## src/rtl/cr_timer_pkg.sv

```systemverilog
package cr_timer_pkg;
  localparam int CW = 16;
  localparam int BW = 8;
  localparam int AW = 3;
  typedef logic [CW-1:0] cnt_t;

  localparam logic [AW-1:0] RA_CTRL   = 3'd0;
  localparam logic [AW-1:0] RA_CNT_LO = 3'd1;
  localparam logic [AW-1:0] RA_CNT_HI = 3'd2;
  localparam logic [AW-1:0] RA_CAP_LO = 3'd3;
  localparam logic [AW-1:0] RA_CAP_HI = 3'd4;

  localparam int B_TF   = 7;
  localparam int B_EXF  = 6;
  localparam int B_RXB  = 5;
  localparam int B_TXB  = 4;
  localparam int B_EXEN = 3;
  localparam int B_RUN  = 2;
  localparam int B_SEL  = 1;
  localparam int B_CAP  = 0;

  // Count one step up; on wrap either refill or go to zero.
  function automatic cnt_t step_next(cnt_t c, cnt_t refill, logic do_refill);
    if (&c) return do_refill ? refill : '0;
    return c + cnt_t'(1);
  endfunction

  // Replace one byte of a 16-bit value.
  function automatic cnt_t byte_merge(cnt_t v, logic hi, logic [BW-1:0] d);
    return hi ? {d, v[BW-1:0]} : {v[CW-1:BW], d};
  endfunction
endpackage

```

## src/rtl/cr_edge_sync.sv

```systemverilog
module cr_edge_sync #(
  parameter int STAGES = 2
) (
  input  logic clk,
  input  logic rst_n,
  input  logic pin,
  output logic fall
);
  logic [STAGES-1:0] sq;
  logic              prev;

  generate
    if (STAGES == 1) begin : g_one
      always_ff @(posedge clk or negedge rst_n) begin
        if (!rst_n) sq <= '1;
        else        sq <= pin;
      end
    end else begin : g_many
      always_ff @(posedge clk or negedge rst_n) begin
        if (!rst_n) sq <= '1;
        else        sq <= {sq[STAGES-2:0], pin};
      end
    end
  endgenerate

  always_ff @(posedge clk or negedge rst_n) begin
    if (!rst_n) prev <= 1'b1;
    else        prev <= sq[STAGES-1];
  end

  assign fall = prev & ~sq[STAGES-1];
endmodule

```

## src/rtl/cr_tick_gen.sv

```systemverilog
module cr_tick_gen #(
  parameter int DIV = 12
) (
  input  logic clk,
  input  logic rst_n,
  output logic tick
);
  generate
    if (DIV < 2) begin : g_pass
      assign tick = 1'b1;
    end else begin : g_div
      localparam int DW = $clog2(DIV);
      logic [DW-1:0] ph;
      assign tick = (ph == DW'(DIV - 1));
      always_ff @(posedge clk or negedge rst_n) begin
        if (!rst_n)    ph <= '0;
        else if (tick) ph <= '0;
        else           ph <= ph + DW'(1);
      end
    end
  endgenerate
endmodule

```

## src/rtl/cr_count_core.sv

```systemverilog
module cr_count_core
  import cr_timer_pkg::*;
(
  input  logic          clk,
  input  logic          rst_n,
  input  logic          step,
  input  logic          trig_reload,
  input  logic          trig_capture,
  input  logic          ovf_refill,
  input  logic          cnt_wr_lo,
  input  logic          cnt_wr_hi,
  input  logic          cap_wr_lo,
  input  logic          cap_wr_hi,
  input  logic [BW-1:0] wdata,
  output cnt_t          cnt,
  output cnt_t          cap,
  output logic          ovf_evt
);
  logic sw_cnt;
  logic sw_cap;
  cnt_t cnt_n;
  cnt_t cap_n;

  assign sw_cnt  = cnt_wr_lo | cnt_wr_hi;
  assign sw_cap  = cap_wr_lo | cap_wr_hi;
  assign ovf_evt = step & (&cnt) & ~sw_cnt & ~trig_reload;

  always_comb begin
    cnt_n = cnt;
    if (sw_cnt)           cnt_n = byte_merge(cnt, cnt_wr_hi, wdata);
    else if (trig_reload) cnt_n = cap;
    else if (step)        cnt_n = step_next(cnt, cap, ovf_refill);
  end

  always_comb begin
    cap_n = cap;
    if (sw_cap)            cap_n = byte_merge(cap, cap_wr_hi, wdata);
    else if (trig_capture) cap_n = cnt;
  end

  always_ff @(posedge clk or negedge rst_n) begin
    if (!rst_n) begin
      cnt <= '0;
      cap <= '0;
    end else begin
      cnt <= cnt_n;
      cap <= cap_n;
    end
  end
endmodule

```

## src/rtl/cr_timer16.sv

```systemverilog
module cr_timer16
  import cr_timer_pkg::*;
#(
  parameter int PRESCALE    = 12,
  parameter int SYNC_STAGES = 2
) (
  input  logic         clk,
  input  logic         rst_n,
  input  logic [2:0]   reg_addr,
  input  logic         reg_wr,
  input  logic [7:0]   reg_wdata,
  output logic [7:0]   reg_rdata,
  input  logic         cnt_pin,
  input  logic         trig_pin,
  input  logic         updown_en,
  input  logic         irq_en,
  input  logic         alt_ovf,
  output logic         irq,
  output logic         rx_baud,
  output logic         tx_baud
);
  logic [BW-1:0] ctrl;
  logic [BW-1:0] ctrl_n;
  logic tick, cnt_fall, trig_fall;
  logic baud_mode, step, trig_evt, trig_capture, trig_reload, ovf_refill;
  logic ctrl_wr, cnt_wr_lo, cnt_wr_hi, cap_wr_lo, cap_wr_hi, sw_cnt, cap_sw;
  logic ovf_evt, ovf_q;
  cnt_t cnt, cap;

  cr_tick_gen #(.DIV(PRESCALE)) u_tick (.clk(clk), .rst_n(rst_n), .tick(tick));
  cr_edge_sync #(.STAGES(SYNC_STAGES)) u_cnt_sync (
    .clk(clk), .rst_n(rst_n), .pin(cnt_pin), .fall(cnt_fall));
  cr_edge_sync #(.STAGES(SYNC_STAGES)) u_trig_sync (
    .clk(clk), .rst_n(rst_n), .pin(trig_pin), .fall(trig_fall));

  assign ctrl_wr   = reg_wr & (reg_addr == RA_CTRL);
  assign cnt_wr_lo = reg_wr & (reg_addr == RA_CNT_LO);
  assign cnt_wr_hi = reg_wr & (reg_addr == RA_CNT_HI);
  assign cap_wr_lo = reg_wr & (reg_addr == RA_CAP_LO);
  assign cap_wr_hi = reg_wr & (reg_addr == RA_CAP_HI);
  assign sw_cnt    = cnt_wr_lo | cnt_wr_hi;
  assign cap_sw    = cap_wr_lo | cap_wr_hi;

  assign baud_mode    = ctrl[B_RXB] | ctrl[B_TXB];
  assign step         = ctrl[B_RUN] & (ctrl[B_SEL] ? cnt_fall : tick);
  assign trig_evt     = trig_fall & ctrl[B_EXEN] & ~baud_mode;
  assign trig_capture = trig_evt & ctrl[B_CAP];
  assign trig_reload  = trig_evt & ~ctrl[B_CAP];
  assign ovf_refill   = baud_mode | ~ctrl[B_CAP];

  cr_count_core u_core (
    .clk(clk), .rst_n(rst_n), .step(step), .trig_reload(trig_reload),
    .trig_capture(trig_capture), .ovf_refill(ovf_refill),
    .cnt_wr_lo(cnt_wr_lo), .cnt_wr_hi(cnt_wr_hi),
    .cap_wr_lo(cap_wr_lo), .cap_wr_hi(cap_wr_hi), .wdata(reg_wdata),
    .cnt(cnt), .cap(cap), .ovf_evt(ovf_evt));

  always_comb begin
    ctrl_n = ctrl_wr ? reg_wdata : ctrl;
    if (ovf_evt && !baud_mode) ctrl_n[B_TF]  = 1'b1;
    if (trig_evt)              ctrl_n[B_EXF] = 1'b1;
  end

  always_ff @(posedge clk or negedge rst_n) begin
    if (!rst_n) begin
      ctrl  <= '0;
      ovf_q <= 1'b0;
    end else begin
      ctrl  <= ctrl_n;
      ovf_q <= ovf_evt;
    end
  end

  assign rx_baud = ctrl[B_RXB] ? ovf_q : alt_ovf;
  assign tx_baud = ctrl[B_TXB] ? ovf_q : alt_ovf;
  assign irq     = irq_en & (ctrl[B_TF] | (ctrl[B_EXF] & ~updown_en));

  always_comb begin
    case (reg_addr)
      RA_CTRL:   reg_rdata = ctrl;
      RA_CNT_LO: reg_rdata = cnt[BW-1:0];
      RA_CNT_HI: reg_rdata = cnt[CW-1:BW];
      RA_CAP_LO: reg_rdata = cap[BW-1:0];
      RA_CAP_HI: reg_rdata = cap[CW-1:BW];
      default:   reg_rdata = '0;
    endcase
  end
endmodule

```

## config.mk

```make
export PLATFORM = sky130hd
export DESIGN_NAME = cr_timer16
export DESIGN_NICKNAME = d
export VERILOG_FILES = /design/src/rtl/cr_timer_pkg.sv /design/src/rtl/cr_edge_sync.sv /design/src/rtl/cr_tick_gen.sv /design/src/rtl/cr_count_core.sv /design/src/rtl/cr_timer16.sv
export SDC_FILE = /design/constraint.sdc
export NUM_CORES = 1
export LEC_CHECK = 0
export CELL_PAD_IN_SITES_DETAIL_PLACEMENT = 2
export CELL_PAD_IN_SITES_GLOBAL_PLACEMENT = 2
export CORE_MARGIN = 2
export CORE_UTILIZATION = 35
export CTS_CLUSTER_DIAMETER = 80
export CTS_CLUSTER_SIZE = 16
export DETAILED_ROUTE_END_ITERATION = 8
export GPL_TIMING_DRIVEN = 0
export PLACE_DENSITY = 0.82
export SKIP_CTS_REPAIR_TIMING = 1
export SLEW_MARGIN = 0
export SYNTH_ARGS = -nofsm -noshare
export SYNTH_HDL_FRONTEND = slang
export SYNTH_SLANG_ARGS = --single-unit
```

## constraint.sdc

```tcl
create_clock -name clk -period 3.35 [get_ports clk]
set_input_delay 0.5025 -clock clk [delete_from_list [all_inputs] [get_ports clk]]
set_output_delay 0.5025 -clock clk [all_outputs]
set_load 0.005 [all_outputs]
```

Word-level counts from Yosys, hierarchy flattened
Cells that the tools add are included.

word-level totals
  flip-flop bits (word level) = 51
  input port bits = 19
  output and inout bits = 11
  word-level logic and storage cells = 87

cells by class
  add/sub/neg operators = 2
  eq/ne operators = 9
  muxes and demuxes = 22
  bitwise logic cells = 29
  reductions and logical operators = 12

operators by type and width
  cell                                                 number
  two-way mux 16 bit                                   10
  case mux 8 bit (5 select lines)                      1
  AND 1 bit                                            17
  adder 16 x 1 -> 16 bit, second input constant        1
  AND reduction 16 bit                                 1
  two-way mux 1 bit                                    9
  two-way mux 8 bit                                    1
  AND reduction 2 bit                                  4
  inverter 1 bit                                       7
  equality test 3 x 2 -> 1 bit, second input constant  2
  nonzero test 2 bit                                   3
  OR 1 bit                                             5
  adder 4 x 1 -> 4 bit, second input constant          1
  equality test 4 bit, second input constant           1
  two-way mux 4 bit                                    1
  != test 2 x 1 -> 1 bit, second input constant        2
  != test 2 bit, second input constant                 2
  equality test 3 x 1 -> 1 bit, second input constant  1
  equality test 3 bit, second input constant           1
  zero test 3 bit                                      1
  nonzero test 3 bit                                   1
  logical AND 1 bit                                    1
  zero test 1 bit                                      1

Depth between registers and ports, before layout
Gate-level depths: netlist of the first run.

  depth in word-level cells = 11
  mapped depth = 8
  mapped depth without buffers = 6

Hierarchy
A second synthesis of the first run with hierarchy kept.

second synthesis, totals
  cell total of the unflattened synthesis = 339
  area total of the unflattened synthesis = 3324.4 µm²

by module, submodules not included
  module         instances  cells an instance  area an instance (µm²)  seq. area each (µm²)
  cr_count_core  1          235                2172.1                  800.8
  cr_timer16     1          82                 787.0                   225.2
  cr_edge_sync   2          4                  92.6                    78.8
  cr_tick_gen    1          14                 180.2                   100.1

Least setup slack after synthesis of the first run
Ideal clock, no wire load.

  path kind = input to output
  from = in reg_addr[1]
  to = out reg_rdata[2]
  data arrival time = 1.647 ns
  data required time = 2.847 ns
  setup slack = 1.200 ns
  stages = 5
  buffers on the path = 3
  cells stage by stage = buf_2 -> clkbuf_1 -> buf_1 -> mux2i_1 -> o22ai_1

between the ends
  longest elaborated chain between the ends = 2
  elaborated cells between the ends (all ways) = 6
  those cells by class = eq/ne: 4; mux: 1; reduce/logical: 1

ends and longest elaborated chain
  item                                         line              text
  start: declaration                           cr_timer16.sv:9   input logic [2:0] reg_addr,
  equality test 3 bit (tied with other cells)  cr_timer16.sv:79  case (reg_addr)
  case mux 8 bit (5 select lines) *            cr_timer16.sv:79
  end: declaration                             cr_timer16.sv:12  output logic [7:0] reg_rdata,

Mark *: on every way between the ends. The rest lies on a longest branch, timed or not.

Final worst setup path of the first run
  from = in reg_addr[1]
  to = out reg_rdata[1]

Same word-level chain as after synthesis.

==> flow_metrics.env, run 1 <==
export IMPL_grt_max_degree=37
export IMPL_status="finished clean"
export IMPL_slowest_delay_ps=530
export IMPL_tns_ps=0
export IMPL_maxSlewHeadroom_pct=42.8
export IMPL_drtIter0Drc=123
export IMPL_vias=2859
export IMPL_path_cells="buf_2 -> clkbuf_1 -> buf_1 -> nor2_1 -> a21oi_1 -> o22ai_1 -> clkdlybuf4s50_1"
export IMPL_maxCapViolCount=0
export IMPL_nFillCells=1009
export IMPL_routabilityCongestion=0.858
export IMPL_area_growth_pct=15.8
export IMPL_drc_errors=0
export IMPL_cts_sinks=51
export IMPL_routed_wl_um=11300
export IMPL_syn_num_nets=362
export IMPL_htreeDepth=2
export IMPL_core_um2=9150
export IMPL_postLayoutCellArea_um2=3790
export IMPL_ant_nets=0
export IMPL_synthTopCellsByCount="45 x dfrtp_1, 31 x mux2i_1, 29 x nor2_1"
export IMPL_cts_buffers=5
export IMPL_dp_final_hpwl_um=8520
export IMPL_finalSetupViolCount=0
export IMPL_ir_drop_mv=0.208
export IMPL_synth_top_area_share_pct=34.4
export IMPL_fin_cells=488
export IMPL_end_kind="output port"
export IMPL_antenna_found_initial=0
export IMPL_grt_overflow=0
export IMPL_worstSkewPairLatency_ps=310
export IMPL_syn_avg_cell_area_um2=9.61
export IMPL_yosys_area_top_type="dfrtp_1"
export IMPL_yosysSeqAreaShare_pct=39.2
export IMPL_ys_flop_type="dfrtp_1"
export IMPL_ys_top_cells_by_area="dfrtp_1 34%, mux2i_1 9.5%, dfstp_2 4.8%"
export IMPL_synth_edf_count=0
export IMPL_worstPathRequired_ps=2850
export IMPL_finClkSkew_ps=10.6
export IMPL_cp_num_buf_inv=4
export IMPL_critPathSlowestCell="buf_1"
export IMPL_synth_async_reset_ratio_pct=100
export IMPL_synthCells=341
export IMPL_track_usage_pct=24.0
export IMPL_setup_ws_ps=216
export IMPL_grt_pass1_vias=3050
export IMPL_final_hold_viol_count=0
export IMPL_ys_types=53
export IMPL_timing_final_crit_share_pct=93.6
export IMPL_dp_cells=480
export IMPL_arrival_ps=2630
export IMPL_die_y_um=101
export IMPL_cts_root_buffer="clkbuf_8"
export IMPL_start_kind="primary input"
export IMPL_power_mw=2.31
export IMPL_place_area_um2=3700
export IMPL_max_slew_worst_pin_slew_ps=854
export IMPL_cts_path_max_buffers=2
export IMPL_start_util_pct=35.8
export IMPL_clk_pin_slew_ps=110
export IMPL_drive_gt1_share_pct=10.3
export IMPL_yosys_cell_count_top_type="dfrtp_1"
export IMPL_avgViaCountPerCell=5.86
export IMPL_rsz0062_at_grt="no"
export IMPL_ios=30
export IMPL_drt_pass1_iter_count=4
export IMPL_min_path_type="primary input to asynchronous set/reset pin"
export IMPL_num_rows=35
export IMPL_portBuffers=27
export IMPL_final_nets=397
export IMPL_dpl_worst_slack_ps=11.4
export IMPL_cts_tree="built"
export IMPL_die_w_um=101
export IMPL_antenna_cells=0
export IMPL_slew_viol_final=0
export IMPL_grt_pass1_wl_um=18100
export IMPL_critical_path_top_delay_family="buffers and inverters"
export IMPL_period_needed_ps=3130
export IMPL_p_per_area_nw_per_um2=608
export IMPL_dieArea_um2=10100
export IMPL_leakage_nw=1.59
export IMPL_ys_warn_count=0
export IMPL_synth_seq_cells=51
export IMPL_wl_per_cell_um=23.1
export IMPL_path_class="primary input to output port"
export IMPL_netlist_area_um2=3280
export IMPL_crit_fanout=10
export IMPL_max_freq_mhz=319
## cell type report
cell class              count  area (um2)  share of cell area (%)
plain buffers              26         134                    3.53
clock buffers               5        68.8                    1.81
repair buffers             28         285                    7.52
clock inverters             3        22.5                   0.594
flip-flops and latches     51        1280                    33.9
well taps                 111         139                    3.66
inverters                   2        7.51                   0.198
multi-input cells         262        1850                    48.8
## cells in the final DEF, fill, tap and decap left out, types with 10 or more instances in the layout
cell	instances
a21oi_1	21
a221o_1	11
buf_2	10
clkbuf_1	11
clkdlybuf4s50_1	26
dfrtp_1	45
mux2i_1	31
nand2_1	27
nor2_1	29
nor2b_1	13
o22ai_1	10
xnor2_1	11
## cell families after synthesis
| group | after synthesis | share of synthesized area, % |
|---|---|---|
| mux | 41 | 12.9 |
| flops | 51 | 39.2 |
| buf+inv | 28 | 4.28 |
| compound gates | 82 | 18.6 |
| fa+ha+maj | 2 | 0.764 |
| xor+xnor | 15 | 4.01 |
| simple gates | 122 | 20.3 |
## path summary, 6_finish.rpt
kind | from | to | slack [ps] | cells after the start
setup / recovery | reg_addr[1] | reg_rdata[1] | 220 | 7
hold / removal | rst_n | u_core.cap[9] | 100 | 1
setup reg to reg | u_core.cnt[0] | u_core.cnt[12] | 1000 | 7
hold reg to reg | u_trig_sync.sq[0] | u_trig_sync.sq[1] | 360 | 0
max in group asynchronous | rst_n | u_trig_sync.sq[0] | 2650 | 2
min in group clk | u_trig_sync.sq[0] | u_trig_sync.sq[1] | 360 | 0
## through the flow
| step | util (%) | hold slack [ps] |
|---|---|---|
| finish | 41.4 | 102 |
| global route | 41.4 | 115 |
| CTS | 41.4 | 108 |
| detailed placement | 40.4 | 348 |
| global placement | 40.3 | 345 |
| floorplan | - | 207 |
## routing by layer
| layer | share of wire [%] | GRT usage, % |
|---|---|---|
| met5 | 0 | 0 |
| met4 | 1.9 | 5.80 |
| met2 | 49 | 40.2 |
| met1 | 46 | 33.2 |
| met3 | 2.6 | 2.64 |
## power by group
part           internal, mW  switching [mW]  total (mW)
sequential            0.786           0.224        1.01
clock                 0.152           0.238       0.390
combinational         0.417           0.491       0.907
## sequential cells by signal, indices dropped and copies added (netlist names)
name	flops
u_core.cap	16
u_core.cnt	16
ctrl	8
u_tick.g_div.ph	4
u_cnt_sync.sq	2
u_trig_sync.sq	2
ovf_q	1
u_cnt_sync.prev	1
u_trig_sync.prev	1
Power figures use the tool's default switching activity.
==> inputs of run 2 (changes only) <==
--- a/config.mk
+++ b/config.mk
@@ -14,8 +14,9 @@
 export DETAILED_ROUTE_END_ITERATION = 8
 export GPL_TIMING_DRIVEN = 0
 export PLACE_DENSITY = 0.82
+export SETUP_SLACK_MARGIN = 0.2
 export SKIP_CTS_REPAIR_TIMING = 1
-export SLEW_MARGIN = 0
+export SLEW_MARGIN = 20
 export SYNTH_ARGS = -nofsm -noshare
 export SYNTH_HDL_FRONTEND = slang
 export SYNTH_SLANG_ARGS = --single-unit
==> run 2 against run 1 <==
Effect of this change:
- critical path depth stayed put
- cell count is 0.20% lower
- global-route usage is 0.17 points lower
- non-clock buffer count is 1 lower
- clock skew is 3.4 ps higher
==> flow_metrics.env, run 2 (synthesis results as in run 1) <==
export IMPL_top_regs="u_core.cap x16, u_core.cnt x16, ctrl x8"
export IMPL_start_util_pct=35.8
export IMPL_max_freq_mhz=326
export IMPL_timing_final_crit_share_pct=91.6
export IMPL_finalSetupViolCount=0
export IMPL_grt_pass1_vias=3055
export IMPL_dpl_worst_slack_ps=-2.86
export IMPL_cts_path_max_buffers=2
export IMPL_start_kind="primary input"
export IMPL_rsz0062_at_grt="no"
export IMPL_place_area_um2=3680
export IMPL_drt_pass1_iter_count=4
export IMPL_regToRegStartpoint="u_core.cnt[0]"
export IMPL_p_per_area_nw_per_um2=613
export IMPL_path_class="primary input to output port"
export IMPL_critPathSlowestCell="clkdlybuf4s50_1"
export IMPL_most_common_layout_cells="45 x dfrtp_1, 31 x mux2i_1, 29 x nor2_1"
export IMPL_max_slew_worst_pin_slew_ps=845
export IMPL_postLayoutCellArea_um2=3790
export IMPL_die_w_um=101
export IMPL_r2r_setup_slack_ps=980
export IMPL_crit_fanout=10
export IMPL_cts_root_buffer="clkbuf_8"
export IMPL_drtIter0Drc=166
export IMPL_maxSlewHeadroom_pct=43.4
export IMPL_grt_max_degree=52
export IMPL_ios=30
export IMPL_final_util_pct=41.4
export IMPL_die_y_um=101
export IMPL_min_path_type="primary input to asynchronous set/reset pin"
export IMPL_cts_sinks=51
export IMPL_htreeDepth=2
export IMPL_portBuffers=27
export IMPL_dieArea_um2=10100
export IMPL_dp_cells=479
export IMPL_maxCapViolCount=0
export IMPL_antenna_cells=0
export IMPL_grt_pass1_wl_um=18000
export IMPL_final_nets=396
export IMPL_avgViaCountPerCell=5.86
export IMPL_power_mw=2.32
export IMPL_ir_drop_mv=0.226
export IMPL_drc_errors=0
export IMPL_hold_ws_ps=214
export IMPL_end_kind="output port"
export IMPL_antenna_found_initial=0
export IMPL_dp_final_hpwl_um=8440
export IMPL_slowest_delay_ps=610
export IMPL_slew_viol_final=0
export IMPL_worstSkewPairLatency_ps=320
export IMPL_clk_pin_slew_ps=110
export IMPL_finClkSkew_ps=14.1
export IMPL_ff2ff_path_depth=7
export IMPL_path_cells="clkdlybuf4s50_1 -> clkbuf_4 -> mux2i_1 -> nor2_1 -> a21oi_1 -> o22ai_1 -> clkdlybuf4s50_1"
export IMPL_vias=2856
export IMPL_num_rows=35
export IMPL_wl_per_cell_um=23.4
export IMPL_cts_tree="built"
export IMPL_leakage_nw=1.59
export IMPL_final_hold_viol_count=0
export IMPL_routed_wl_um=11400
export IMPL_fin_cells=487
export IMPL_drive_gt1_share_pct=10.6
export IMPL_worstPathRequired_ps=2850
export IMPL_core_um2=9150
export IMPL_grt_overflow=0
export IMPL_cts_buffers=5
export IMPL_tns_ps=0
export IMPL_period_needed_ps=3070
export IMPL_status="finished clean"
export IMPL_routabilityCongestion=0.858
export IMPL_arrival_ps=2570
export IMPL_area_growth_pct=15.6
export IMPL_worst_path_most_repeated_cell="clkdlybuf4s50_1"
export IMPL_setup_ws_ps=281
export IMPL_ant_nets=0
export IMPL_r2r_end="u_core.cnt[12]"
export IMPL_track_usage_pct=23.8
export IMPL_final_common_cell="dfrtp_1"
-- run 2: layer usage --
metal | GRT usage, % | routed length (um)
met2 | 40.1 | 5600
met4 | 6.64 | 252
met3 | 2.50 | 447
met5 | 0 | 0
met1 | 32.5 | 5090
-- run 2: worst max-delay path by stage --
stage                               to         from  slack (ps)  cells after the start
after floorplan           reg_rdata[2]  reg_addr[1]        1200                      5
after global placement    reg_rdata[2]  reg_addr[2]          10                      7
after global routing      reg_rdata[2]  reg_addr[2]         220                      7
after detailed placement  reg_rdata[2]  reg_addr[2]          -3                      7
after CTS                 reg_rdata[2]  reg_addr[2]         -20                      7
final                     reg_rdata[2]  reg_addr[2]         280                      7
-- run 2: where the power goes --
group | switching, mW | total (mW) | leakage [nW] | internal [mW]
sequential | 0.224 | 1.01 | 0.614 | 0.786
clock | 0.233 | 0.402 | 0.0474 | 0.169
combinational | 0.494 | 0.909 | 0.929 | 0.415
total | 0.950 | 2.32 | 1.59 | 1.37
-- run 2: critical path, delay by kind of cell --
| family | cells | cell delay [ps] |
|---|---|---|
| and+or+nand+nor | 1 | 50 |
| buffers and inverters | 3 | 1380 |
| AOI/OAI and AO/OA | 2 | 400 |
| muxes | 1 | 210 |
-- run 2: layout make-up --
cell class	count	area, um2
fill	1006	5370
buffer	26	139
inverter	2	7.51
sequential	51	1280
tap	111	139
clock buffer	6	82.6
clock inverter	2	16.3
multi-input combinational	262	1850
timing repair buffer	27	268
